<file path="config.mk">
export PLATFORM = sky130hd
export DESIGN_NAME = nicr_regblock
export DESIGN_NICKNAME = d
export VERILOG_FILES = /design/src/rtl/nicr_pkg.sv /design/src/rtl/nicr_cmd_ctrl.sv /design/src/rtl/nicr_irq_ctrl.sv /design/src/rtl/nicr_reg_file.sv /design/src/rtl/nicr_regblock.sv
export SDC_FILE = /design/constraint.sdc
export NUM_CORES = 1
export LEC_CHECK = 0
export BUFFER_PORTS_ARGS = -buffer_cell sky130_fd_sc_hd__buf_2
export CAP_MARGIN = 20
export CORE_ASPECT_RATIO = 1.75
export CORE_MARGIN = 10
export CORE_UTILIZATION = 45
export CTS_CLUSTER_DIAMETER = 80
export DETAILED_ROUTE_END_ITERATION = 7
export PLACE_DENSITY_LB_ADDON = 0.08
export SETUP_SLACK_MARGIN = 0.2
export SLEW_MARGIN = 10
export SYNTH_ARGS = -nofsm -noshare
export SYNTH_HDL_FRONTEND = slang
export SYNTH_HIERARCHICAL = 1
export SYNTH_SLANG_ARGS = --single-unit
export TNS_END_PERCENT = 1
</file>
<file path="constraint.sdc">
create_clock -name clk -period 2.8 [get_ports clk]
set_input_delay 0.56 -clock clk [delete_from_list [all_inputs] [get_ports clk]]
set_output_delay 0.56 -clock clk [all_outputs]
set_load 0.02 [all_outputs]
</file>
<file path="src/rtl/nicr_pkg.sv">
package nicr_pkg;

  localparam int IDX_W = 6;
  localparam int NREGS = 1 << IDX_W;
  localparam int CMD_W = 10;

  typedef logic [CMD_W-1:0] cmd_vec_t;

  // register indices whose behaviour depends on position
  localparam logic [IDX_W-1:0] IX_CR      = 6'h00;
  localparam logic [IDX_W-1:0] IX_DCR     = 6'h01;
  localparam logic [IDX_W-1:0] IX_RCR     = 6'h02;
  localparam logic [IDX_W-1:0] IX_TCR     = 6'h03;
  localparam logic [IDX_W-1:0] IX_IMR     = 6'h04;
  localparam logic [IDX_W-1:0] IX_ISR     = 6'h05;
  localparam logic [IDX_W-1:0] IX_EOBC    = 6'h13;
  localparam logic [IDX_W-1:0] IX_RING_LO = 6'h15;
  localparam logic [IDX_W-1:0] IX_RING_HI = 6'h18;
  localparam logic [IDX_W-1:0] IX_CAP_LO  = 6'h22;
  localparam logic [IDX_W-1:0] IX_CAP_HI  = 6'h24;
  localparam logic [IDX_W-1:0] IX_REV     = 6'h28;
  localparam logic [IDX_W-1:0] IX_TAL_LO  = 6'h2C;
  localparam logic [IDX_W-1:0] IX_TAL_HI  = 6'h2E;
  localparam logic [IDX_W-1:0] IX_TAL_RO  = 6'h2F;
  localparam logic [IDX_W-1:0] IX_DCR2    = 6'h3F;

  // command word bit positions
  localparam int CB_HALT   = 0;
  localparam int CB_TX     = 1;
  localparam int CB_RXDIS  = 2;
  localparam int CB_RXEN   = 3;
  localparam int CB_TSTOP  = 4;
  localparam int CB_TSTART = 5;
  localparam int CB_SWRST  = 7;
  localparam int CB_RSRC   = 8;
  localparam int CB_CAM    = 9;

  localparam logic [15:0] CMD_MASK  = 16'h03BF;
  localparam logic [15:0] CR_RESET  = 16'h0094;
  localparam logic [15:0] EOBC_INIT = 16'h02F8;
  localparam logic [15:0] IMR_MASK  = 16'h7FFF;
  localparam int ISR_RBE = 5;

  localparam int DN_TX   = 0;
  localparam int DN_RSRC = 1;
  localparam int DN_CAM  = 2;

  function automatic logic [15:0] wmask(input logic [IDX_W-1:0] idx);
    logic [15:0] m;
    m = 16'hFFFF;
    if (idx == IX_DCR)  m = 16'hBFFF;
    if (idx == IX_DCR2) m = 16'hF017;
    if (idx == IX_RCR)  m = 16'hFFE0;
    if (idx == IX_TCR)  m = 16'hF000;
    if (idx == IX_IMR)  m = IMR_MASK;
    if (idx >= IX_RING_LO && idx <= IX_RING_HI) m = 16'hFFFE;
    return m;
  endfunction

  function automatic logic is_gated(input logic [IDX_W-1:0] idx);
    return (idx == IX_DCR) || (idx == IX_DCR2);
  endfunction

  function automatic logic is_tally(input logic [IDX_W-1:0] idx);
    return (idx >= IX_TAL_LO) && (idx <= IX_TAL_HI);
  endfunction

  function automatic logic is_readonly(input logic [IDX_W-1:0] idx);
    return ((idx >= IX_CAP_LO) && (idx <= IX_CAP_HI)) ||
           (idx == IX_REV) || (idx == IX_TAL_RO);
  endfunction

  function automatic logic [15:0] reg_write(input logic [IDX_W-1:0] idx,
                                            input logic [15:0] w);
    return is_tally(idx) ? ~w : (w & wmask(idx));
  endfunction

  function automatic logic [15:0] reset_val(input logic [IDX_W-1:0] idx);
    return (idx == IX_EOBC) ? EOBC_INIT : 16'h0000;
  endfunction

  // accepted command write, effects in their fixed order
  function automatic logic [15:0] cmd_apply(input logic [15:0] cr,
                                            input logic [15:0] w);
    logic [15:0] n;
    n = cr | (w & CMD_MASK);
    if (w[CB_RXDIS])  n[CB_RXEN]   = 1'b0;
    if (w[CB_RXEN])   n[CB_RXDIS]  = 1'b0;
    if (w[CB_TSTOP])  n[CB_TSTART] = 1'b0;
    if (w[CB_TSTART]) n[CB_TSTOP]  = 1'b0;
    if (w[CB_SWRST]) begin
      n[CB_CAM]   = 1'b0;
      n[CB_RSRC]  = 1'b0;
      n[CB_TX]    = 1'b0;
      n[CB_HALT]  = 1'b0;
      n[CB_SWRST] = 1'b1;
      n[CB_RXDIS] = 1'b1;
    end
    return n;
  endfunction

  function automatic logic irq_level(input logic [15:0] m, input logic [15:0] s);
    return |(m & s);
  endfunction

endpackage

</file>
<file path="src/rtl/nicr_cmd_ctrl.sv">
module nicr_cmd_ctrl
  import nicr_pkg::*;
(
  input  logic             clk,
  input  logic             rst_n,
  input  logic             wr_en,
  input  logic [IDX_W-1:0] idx,
  input  logic [15:0]      wdata,
  input  logic             rsrc_kick,
  input  logic [2:0]       engine_done,
  output logic [15:0]      cr_q,
  output cmd_vec_t         cmd_pulse
);

  logic        cr_wr;
  logic        exit_only;
  logic        cmd_take;
  logic [15:0] done_mask;
  logic [15:0] cr_base;
  logic [15:0] cr_d;
  cmd_vec_t    issue;

  assign cr_wr     = wr_en && (idx == IX_CR);
  assign exit_only = cr_wr && cr_q[CB_SWRST] && !wdata[CB_SWRST];
  assign cmd_take  = cr_wr && !exit_only;

  always_comb begin
    done_mask          = '0;
    done_mask[CB_TX]   = engine_done[DN_TX];
    done_mask[CB_RSRC] = engine_done[DN_RSRC];
    done_mask[CB_CAM]  = engine_done[DN_CAM];
  end

  assign cr_base = cr_q & ~done_mask;

  always_comb begin
    cr_d  = cr_base;
    issue = '0;
    if (exit_only) begin
      cr_d[CB_SWRST] = 1'b0;
    end else if (cmd_take) begin
      cr_d  = cmd_apply(cr_base, wdata);
      issue = wdata[CMD_W-1:0] & CMD_MASK[CMD_W-1:0];
    end else if (rsrc_kick) begin
      cr_d[CB_RSRC]  = 1'b1;
      issue[CB_RSRC] = 1'b1;
    end
  end

  always_ff @(posedge clk or negedge rst_n) begin
    if (!rst_n) begin
      cr_q      <= CR_RESET;
      cmd_pulse <= '0;
    end else begin
      cr_q      <= cr_d;
      cmd_pulse <= issue;
    end
  end

  assert_exit_only_R3: assert property (@(posedge clk) disable iff (!rst_n)
    exit_only |=> (cmd_pulse == '0) && !cr_q[CB_SWRST]);

  assert_pulse_cause_R4: assert property (@(posedge clk) disable iff (!rst_n)
    !(cmd_take || rsrc_kick) |=> (cmd_pulse == '0));

  assert_busy_hold_R7: assert property (@(posedge clk) disable iff (!rst_n)
    (cr_q[CB_TX] && !engine_done[DN_TX] && !cmd_take) |=> cr_q[CB_TX]);

  assert_done_clear_R7: assert property (@(posedge clk) disable iff (!rst_n)
    (engine_done[DN_TX] && !cmd_take) |=> !cr_q[CB_TX]);

  // a software reset leaves the reset and receiver-disable bits set
  assert_swrst_R6: assert property (@(posedge clk) disable iff (!rst_n)
    (cmd_take && wdata[CB_SWRST]) |=> (cr_q[CB_SWRST] && cr_q[CB_RXDIS] && !cr_q[CB_TX]));

endmodule

</file>
<file path="src/rtl/nicr_irq_ctrl.sv">
module nicr_irq_ctrl
  import nicr_pkg::*;
(
  input  logic             clk,
  input  logic             rst_n,
  input  logic             wr_en,
  input  logic [IDX_W-1:0] idx,
  input  logic [15:0]      wdata,
  input  logic [15:0]      isr_set,
  output logic [15:0]      imr_q,
  output logic [15:0]      isr_q,
  output logic             rsrc_kick,
  output logic             irq
);

  logic        imr_wr;
  logic        isr_wr;
  logic [15:0] clr_bits;

  assign imr_wr    = wr_en && (idx == IX_IMR);
  assign isr_wr    = wr_en && (idx == IX_ISR);
  assign clr_bits  = isr_wr ? (wdata & isr_q) : 16'h0000;
  assign rsrc_kick = clr_bits[ISR_RBE];

  always_ff @(posedge clk or negedge rst_n) begin
    if (!rst_n) begin
      imr_q <= '0;
      isr_q <= '0;
    end else begin
      if (imr_wr) imr_q <= wdata & IMR_MASK;
      isr_q <= (isr_q & ~clr_bits) | isr_set;
    end
  end

  assign irq = irq_level(imr_q, isr_q);

  assert_irq_needs_both_R1: assert property (@(posedge clk) disable iff (!rst_n)
    irq |-> ((imr_q != 16'h0) && (isr_q != 16'h0)));

  assert_w1c_R8: assert property (@(posedge clk) disable iff (!rst_n)
    (isr_wr && (isr_set == 16'h0)) |=> ((isr_q & $past(wdata)) == 16'h0));

  assert_set_wins_R8: assert property (@(posedge clk) disable iff (!rst_n)
    (isr_set != 16'h0) |=> ((isr_q & $past(isr_set)) == $past(isr_set)));

  assert_imr_top_R9: assert property (@(posedge clk) disable iff (!rst_n)
    imr_wr |=> !imr_q[15]);

endmodule

</file>
<file path="src/rtl/nicr_reg_file.sv">
module nicr_reg_file
  import nicr_pkg::*;
#(
  parameter logic [15:0] REVISION = 16'h0004
)(
  input  logic             clk,
  input  logic             rst_n,
  input  logic             wr_en,
  input  logic [IDX_W-1:0] idx,
  input  logic [15:0]      wdata,
  input  logic             in_reset,
  output logic [15:0]      rd_word
);

  logic [15:0] words [NREGS];

  for (genvar g = 0; g < NREGS; g++) begin : gen_word
    localparam logic [IDX_W-1:0] GI = IDX_W'(g);
    if (GI == IX_CR || GI == IX_IMR || GI == IX_ISR) begin : g_ext
      assign words[g] = 16'h0000;
    end else if (is_readonly(GI)) begin : g_ro
      assign words[g] = (GI == IX_REV) ? REVISION : 16'h0000;
    end else begin : g_rw
      logic [15:0] q;
      logic        hit;
      assign hit = wr_en && (idx == GI) && (!is_gated(GI) || in_reset);
      always_ff @(posedge clk or negedge rst_n) begin
        if (!rst_n)   q <= reset_val(GI);
        else if (hit) q <= reg_write(GI, wdata);
      end
      assign words[g] = q;
    end
  end

  assign rd_word = words[idx];

  assert_gated_drop_R10: assert property (@(posedge clk) disable iff (!rst_n)
    (wr_en && (idx == IX_DCR) && !in_reset) |=> $stable(words[IX_DCR]));

  assert_tally_invert_R11: assert property (@(posedge clk) disable iff (!rst_n)
    (wr_en && (idx == IX_TAL_LO)) |=> (words[IX_TAL_LO] == ~$past(wdata)));

  assert_ring_lsb_R9: assert property (@(posedge clk) disable iff (!rst_n)
    (wr_en && (idx == IX_RING_LO)) |=> !words[IX_RING_LO][0]);

endmodule

</file>
<file path="src/rtl/nicr_regblock.sv">
module nicr_regblock
  import nicr_pkg::*;
#(
  parameter int          STRIDE_SHIFT = 2,
  parameter logic [15:0] REVISION     = 16'h0004
)(
  input  logic                          clk,
  input  logic                          rst_n,
  input  logic                          host_wr,
  input  logic                          host_rd,
  input  logic [STRIDE_SHIFT+IDX_W-1:0] host_addr,
  input  logic [15:0]                   host_wdata,
  output logic [15:0]                   host_rdata,
  input  logic [15:0]                   isr_set,
  input  logic [2:0]                    engine_done,
  output logic [CMD_W-1:0]              cmd_pulse,
  output logic                          irq
);

  logic             aligned;
  logic             wr_ok;
  logic             rd_ok;
  logic [IDX_W-1:0] idx;
  logic [15:0]      cr_q;
  logic [15:0]      imr_q;
  logic [15:0]      isr_q;
  logic [15:0]      file_word;
  logic             rsrc_kick;
  logic             in_reset;

  if (STRIDE_SHIFT == 0) begin : g_noalign
    assign aligned = 1'b1;
  end else begin : g_align
    assign aligned = (host_addr[STRIDE_SHIFT-1:0] == '0);
  end

  assign idx      = host_addr[STRIDE_SHIFT +: IDX_W];
  assign wr_ok    = host_wr && aligned;
  assign rd_ok    = host_rd && aligned;
  assign in_reset = cr_q[CB_SWRST];

  nicr_cmd_ctrl u_cmd (
    .clk         (clk),
    .rst_n       (rst_n),
    .wr_en       (wr_ok),
    .idx         (idx),
    .wdata       (host_wdata),
    .rsrc_kick   (rsrc_kick),
    .engine_done (engine_done),
    .cr_q        (cr_q),
    .cmd_pulse   (cmd_pulse)
  );

  nicr_irq_ctrl u_irq (
    .clk       (clk),
    .rst_n     (rst_n),
    .wr_en     (wr_ok),
    .idx       (idx),
    .wdata     (host_wdata),
    .isr_set   (isr_set),
    .imr_q     (imr_q),
    .isr_q     (isr_q),
    .rsrc_kick (rsrc_kick),
    .irq       (irq)
  );

  nicr_reg_file #(.REVISION(REVISION)) u_file (
    .clk      (clk),
    .rst_n    (rst_n),
    .wr_en    (wr_ok),
    .idx      (idx),
    .wdata    (host_wdata),
    .in_reset (in_reset),
    .rd_word  (file_word)
  );

  always_comb begin
    host_rdata = 16'h0000;
    if (rd_ok) begin
      if (idx == IX_CR)       host_rdata = cr_q;
      else if (idx == IX_IMR) host_rdata = imr_q;
      else if (idx == IX_ISR) host_rdata = isr_q;
      else                    host_rdata = file_word;
    end
  end

  assert_misaligned_wr_R12: assert property (@(posedge clk) disable iff (!rst_n)
    (host_wr && !aligned && (isr_set == 16'h0) && (engine_done == 3'b0))
      |=> ($stable(cr_q) && $stable(imr_q) && $stable(isr_q) && (cmd_pulse == '0)));

endmodule

</file>
==> flow_summary.ini <==
[sta]
fin_worst_skew_ns = 0.0131
timing.final.crit_share_pct = 137
worst_hold_slack_ns = 0.0458
fin_crit_ns = 3.82
max_freq_mhz = 262
worstMarginPinSlew_ns = 0.932
finalHoldViolCount = 0
rsz0062_at_grt = yes
maxSlewHeadroom_pct = 37.9
drv_slew = 0
tns_ns = -14.04
timing.final.ws_setup_ns = -1.02
setup_violations = 16

[cts]
cts_max_level = 3
cts.clk_slew.worst_paths_ns = 0.06
cts_sinks = 915
insertion_delay_ns = 0.69
cts_tree = yes
cts_buffer_depth = 3
cts_root_buf = clkbuf_16
cts_buffers = 88

[logic_synthesis]
ys_seq_elements = 915
ys_seq_area_share_pct = 53.3
async_reset_ff_share_pct = 100
synth_area_per_cell_um2 = 14.2
synth_top_area_cell = dfrtp_1
yosys_warnings = 6
synth_top_area_share_pct = 52.7
synth.top_cells.by_count = dfrtp_1 (906), mux2_2 (860), mux4_2 (130)
netlist_instances = 3036
yosys-top-cells-area = dfrtp_1 (53%), mux2_2 (23%), mux4_2 (6.8%)
synth_edf_count = 0
ys.flop_type = dfrtp_1
syn_area_um2 = 43000
synth_cell_types = 89
synth_most_common_cell = dfrtp_1

[placement]
hpwl_um = 98300
place.gp.congestion = 0.915
io_buffers = 72

[global_routing]
grt_pass1_vias = 30400
grt_remaining_overflow = 0
grt_antenna_before_repair = 2
grt_use_met1_pct = 30.6
top_usage_layer = met2
grt_use_total_pct = 26.2
use_met3_pct = 3.12
grt_pass1_wl_um = 210000
grt_max_degree = 105
grt_util_met2_pct = 46.4

[drt]
avgViaCountPerCell = 6.07
drc = 0
dr.pass1.iters = 6
num_vias = 28200
wl_per_cell_um = 30.7
drtIter0Drc = 1828
ant_nets = 0
wl_um = 143000

[finish]
final_nets = 3400
area_growth_pct = 20.5
final.fill_count = 7900
final_util_pct = 54.4
drive_gt1_share_pct = 52.9

[floorplanning]
rows = 150
initial_core_util_pct = 45.2
die_area_um2 = 109000
dieHeight_um = 429
ios = 74
coreArea_um2 = 95200
fp.dieW_um = 254

[worst_setup_path]
crit_arrival_ns = 3.26
worstRegToRegCells = 4
start_kind = input pin
r2r-start = u_cmd/cr_q[7]
crit_type = input pin to output port
regToRegEndpoint = u_file/gen_word[63].g_rw.q[1]
required_ns = 2.24
regToRegSetupSlack_ns = 1.01
crit_path_end_kind = output port
cp_max_fo = 11

[run_status]
violations = negative setup slack
outcome = finished, violations left

[power_and_ir_drop]
leakage_uw = 0.0248
ir_worst_vdd_mv = 0.486
p_per_area_nw_per_um2 = 583

[worst_hold_path]
min-delay-start = isr_set[15]
hold_path_end = u_irq/isr_q[15]
whs_path_depth = 2
holdCritPathClass = input pin to register

[job]
maxCapViolations = 0
==> report_power, final <==
part / switching [µW] / internal (µW)
logic: 1810 / 1440
registers: 320 / 13800
clock network: 5370 / 7440
==> worst max-delay path, cell delays in order <==
cell      delay (ns)
buf_8           0.13
buf_12          0.17
buf_6           0.15
nor4bb_4        0.25
a21oi_2         0.13
o211ai_1        0.13
buf_4           0.18
o211ai_1        0.16
a221oi_4        0.47
buf_4           0.19
nand2b_4        0.12
o31ai_4         0.07
a221oi_2        0.31
buf_4           0.20
==> stage by stage <==
stage          std cells  setup WS (ns)  total power [µW]  cell area [µm²]
2_1_floorplan       3043         -0.293             15900            43200
3_3_place_gp        4447          -1.71             17400            47800
3_5_place_dp        4448          -1.68             17500            47800
4_1_cts             4621          -1.02             30400            51400
5_1_grt             4643          -1.06             31200            51800
6_report            4644          -1.02             30200            51800
==> repair_timing <==
item                                   CTS  global route
hold buffers                             1             0
setup endpoints to repair               16            17
endpoints found under the hold margin   17             0
gates cloned                             2             2
setup buffers                            6            20
pin swaps                               13            20
resized for setup                       81            52
==> cell usage in the layout, fill, tap and decap left out, types with 22 or more instances in the layout <==
cell / Yosys / final
buf_2: 85 / 57
a22oi_1: 64 / 57
nand2b_1: 25 / 22
nor2_1: 63 / 61
a21oi_1: 46 / 42
buf_12: 0 / 93
buf_4: 48 / 336
clkbuf_1: 124 / 23
mux2_2: 860 / 859
mux4_2: 130 / 133
nand2_1: 91 / 86
dfrtp_1: 906 / 906
nand3_1: 27 / 25
a31oi_1: 29 / 27
clkbuf_16: 0 / 92
mux2i_1: 66 / 65
o21ai_0: 74 / 66
==> worst max-delay path by stage <==
stage / cells after the start / start / slack (ns) / end
2_1_floorplan: 12 / host_addr[2] / -0.29 / host_rdata[3]
3_3_place_gp: 13 / host_addr[2] / -1.71 / host_rdata[3]
3_5_place_dp: 13 / host_addr[2] / -1.68 / host_rdata[3]
4_1_cts: 11 / u_file/gen_word[13].g_rw.q[3] / -1.02 / host_rdata[3]
5_1_grt: 13 / host_addr[2] / -1.06 / host_rdata[3]
6_report: 14 / host_addr[3] / -1.02 / host_rdata[3]
==> area by class of cell <==
class | instances | area [µm²] | share of cell area [%]
flip-flops and latches | 915 | 22900 | 44.2
well taps | 1216 | 1520 | 2.94
inverters | 23 | 86.3 | 0.167
clock inverters | 33 | 509 | 0.983
repair buffers | 516 | 5170 | 9.98
diodes | 1 | 2.50 | 0.00483
clock buffers | 131 | 2590 | 4.99
multi-input cells | 1809 | 19000 | 36.7
==> metal layers <==
layer,up-vias,wire length (µm),share of wire [%]
met2,789,74600,52
met5,-,0,0
met4,0,8220,5.8
met1,15200,54200,38
li1,11900,-,-
met3,290,5710,4.0
==> cells by family after synthesis <==
logic type,Yosys count,share of synthesized area (%)
other,2,0.0175
DFF,915,53.3
AOI/OAI and AO/OA,383,6.39
buffers and inverters,319,3.84
and+or+nand+nor,338,4.45
muxes,1079,32.0
==> registers in the layout, summed over array words and instances (netlist names) <==
register,flops
u_irq/isr_q,16
u_file/gen_word.g_rw.q,866
u_cmd/cr_q,9
u_cmd/cmd_pulse,9
u_irq/imr_q,15
(Power assumes the default switching activity.)
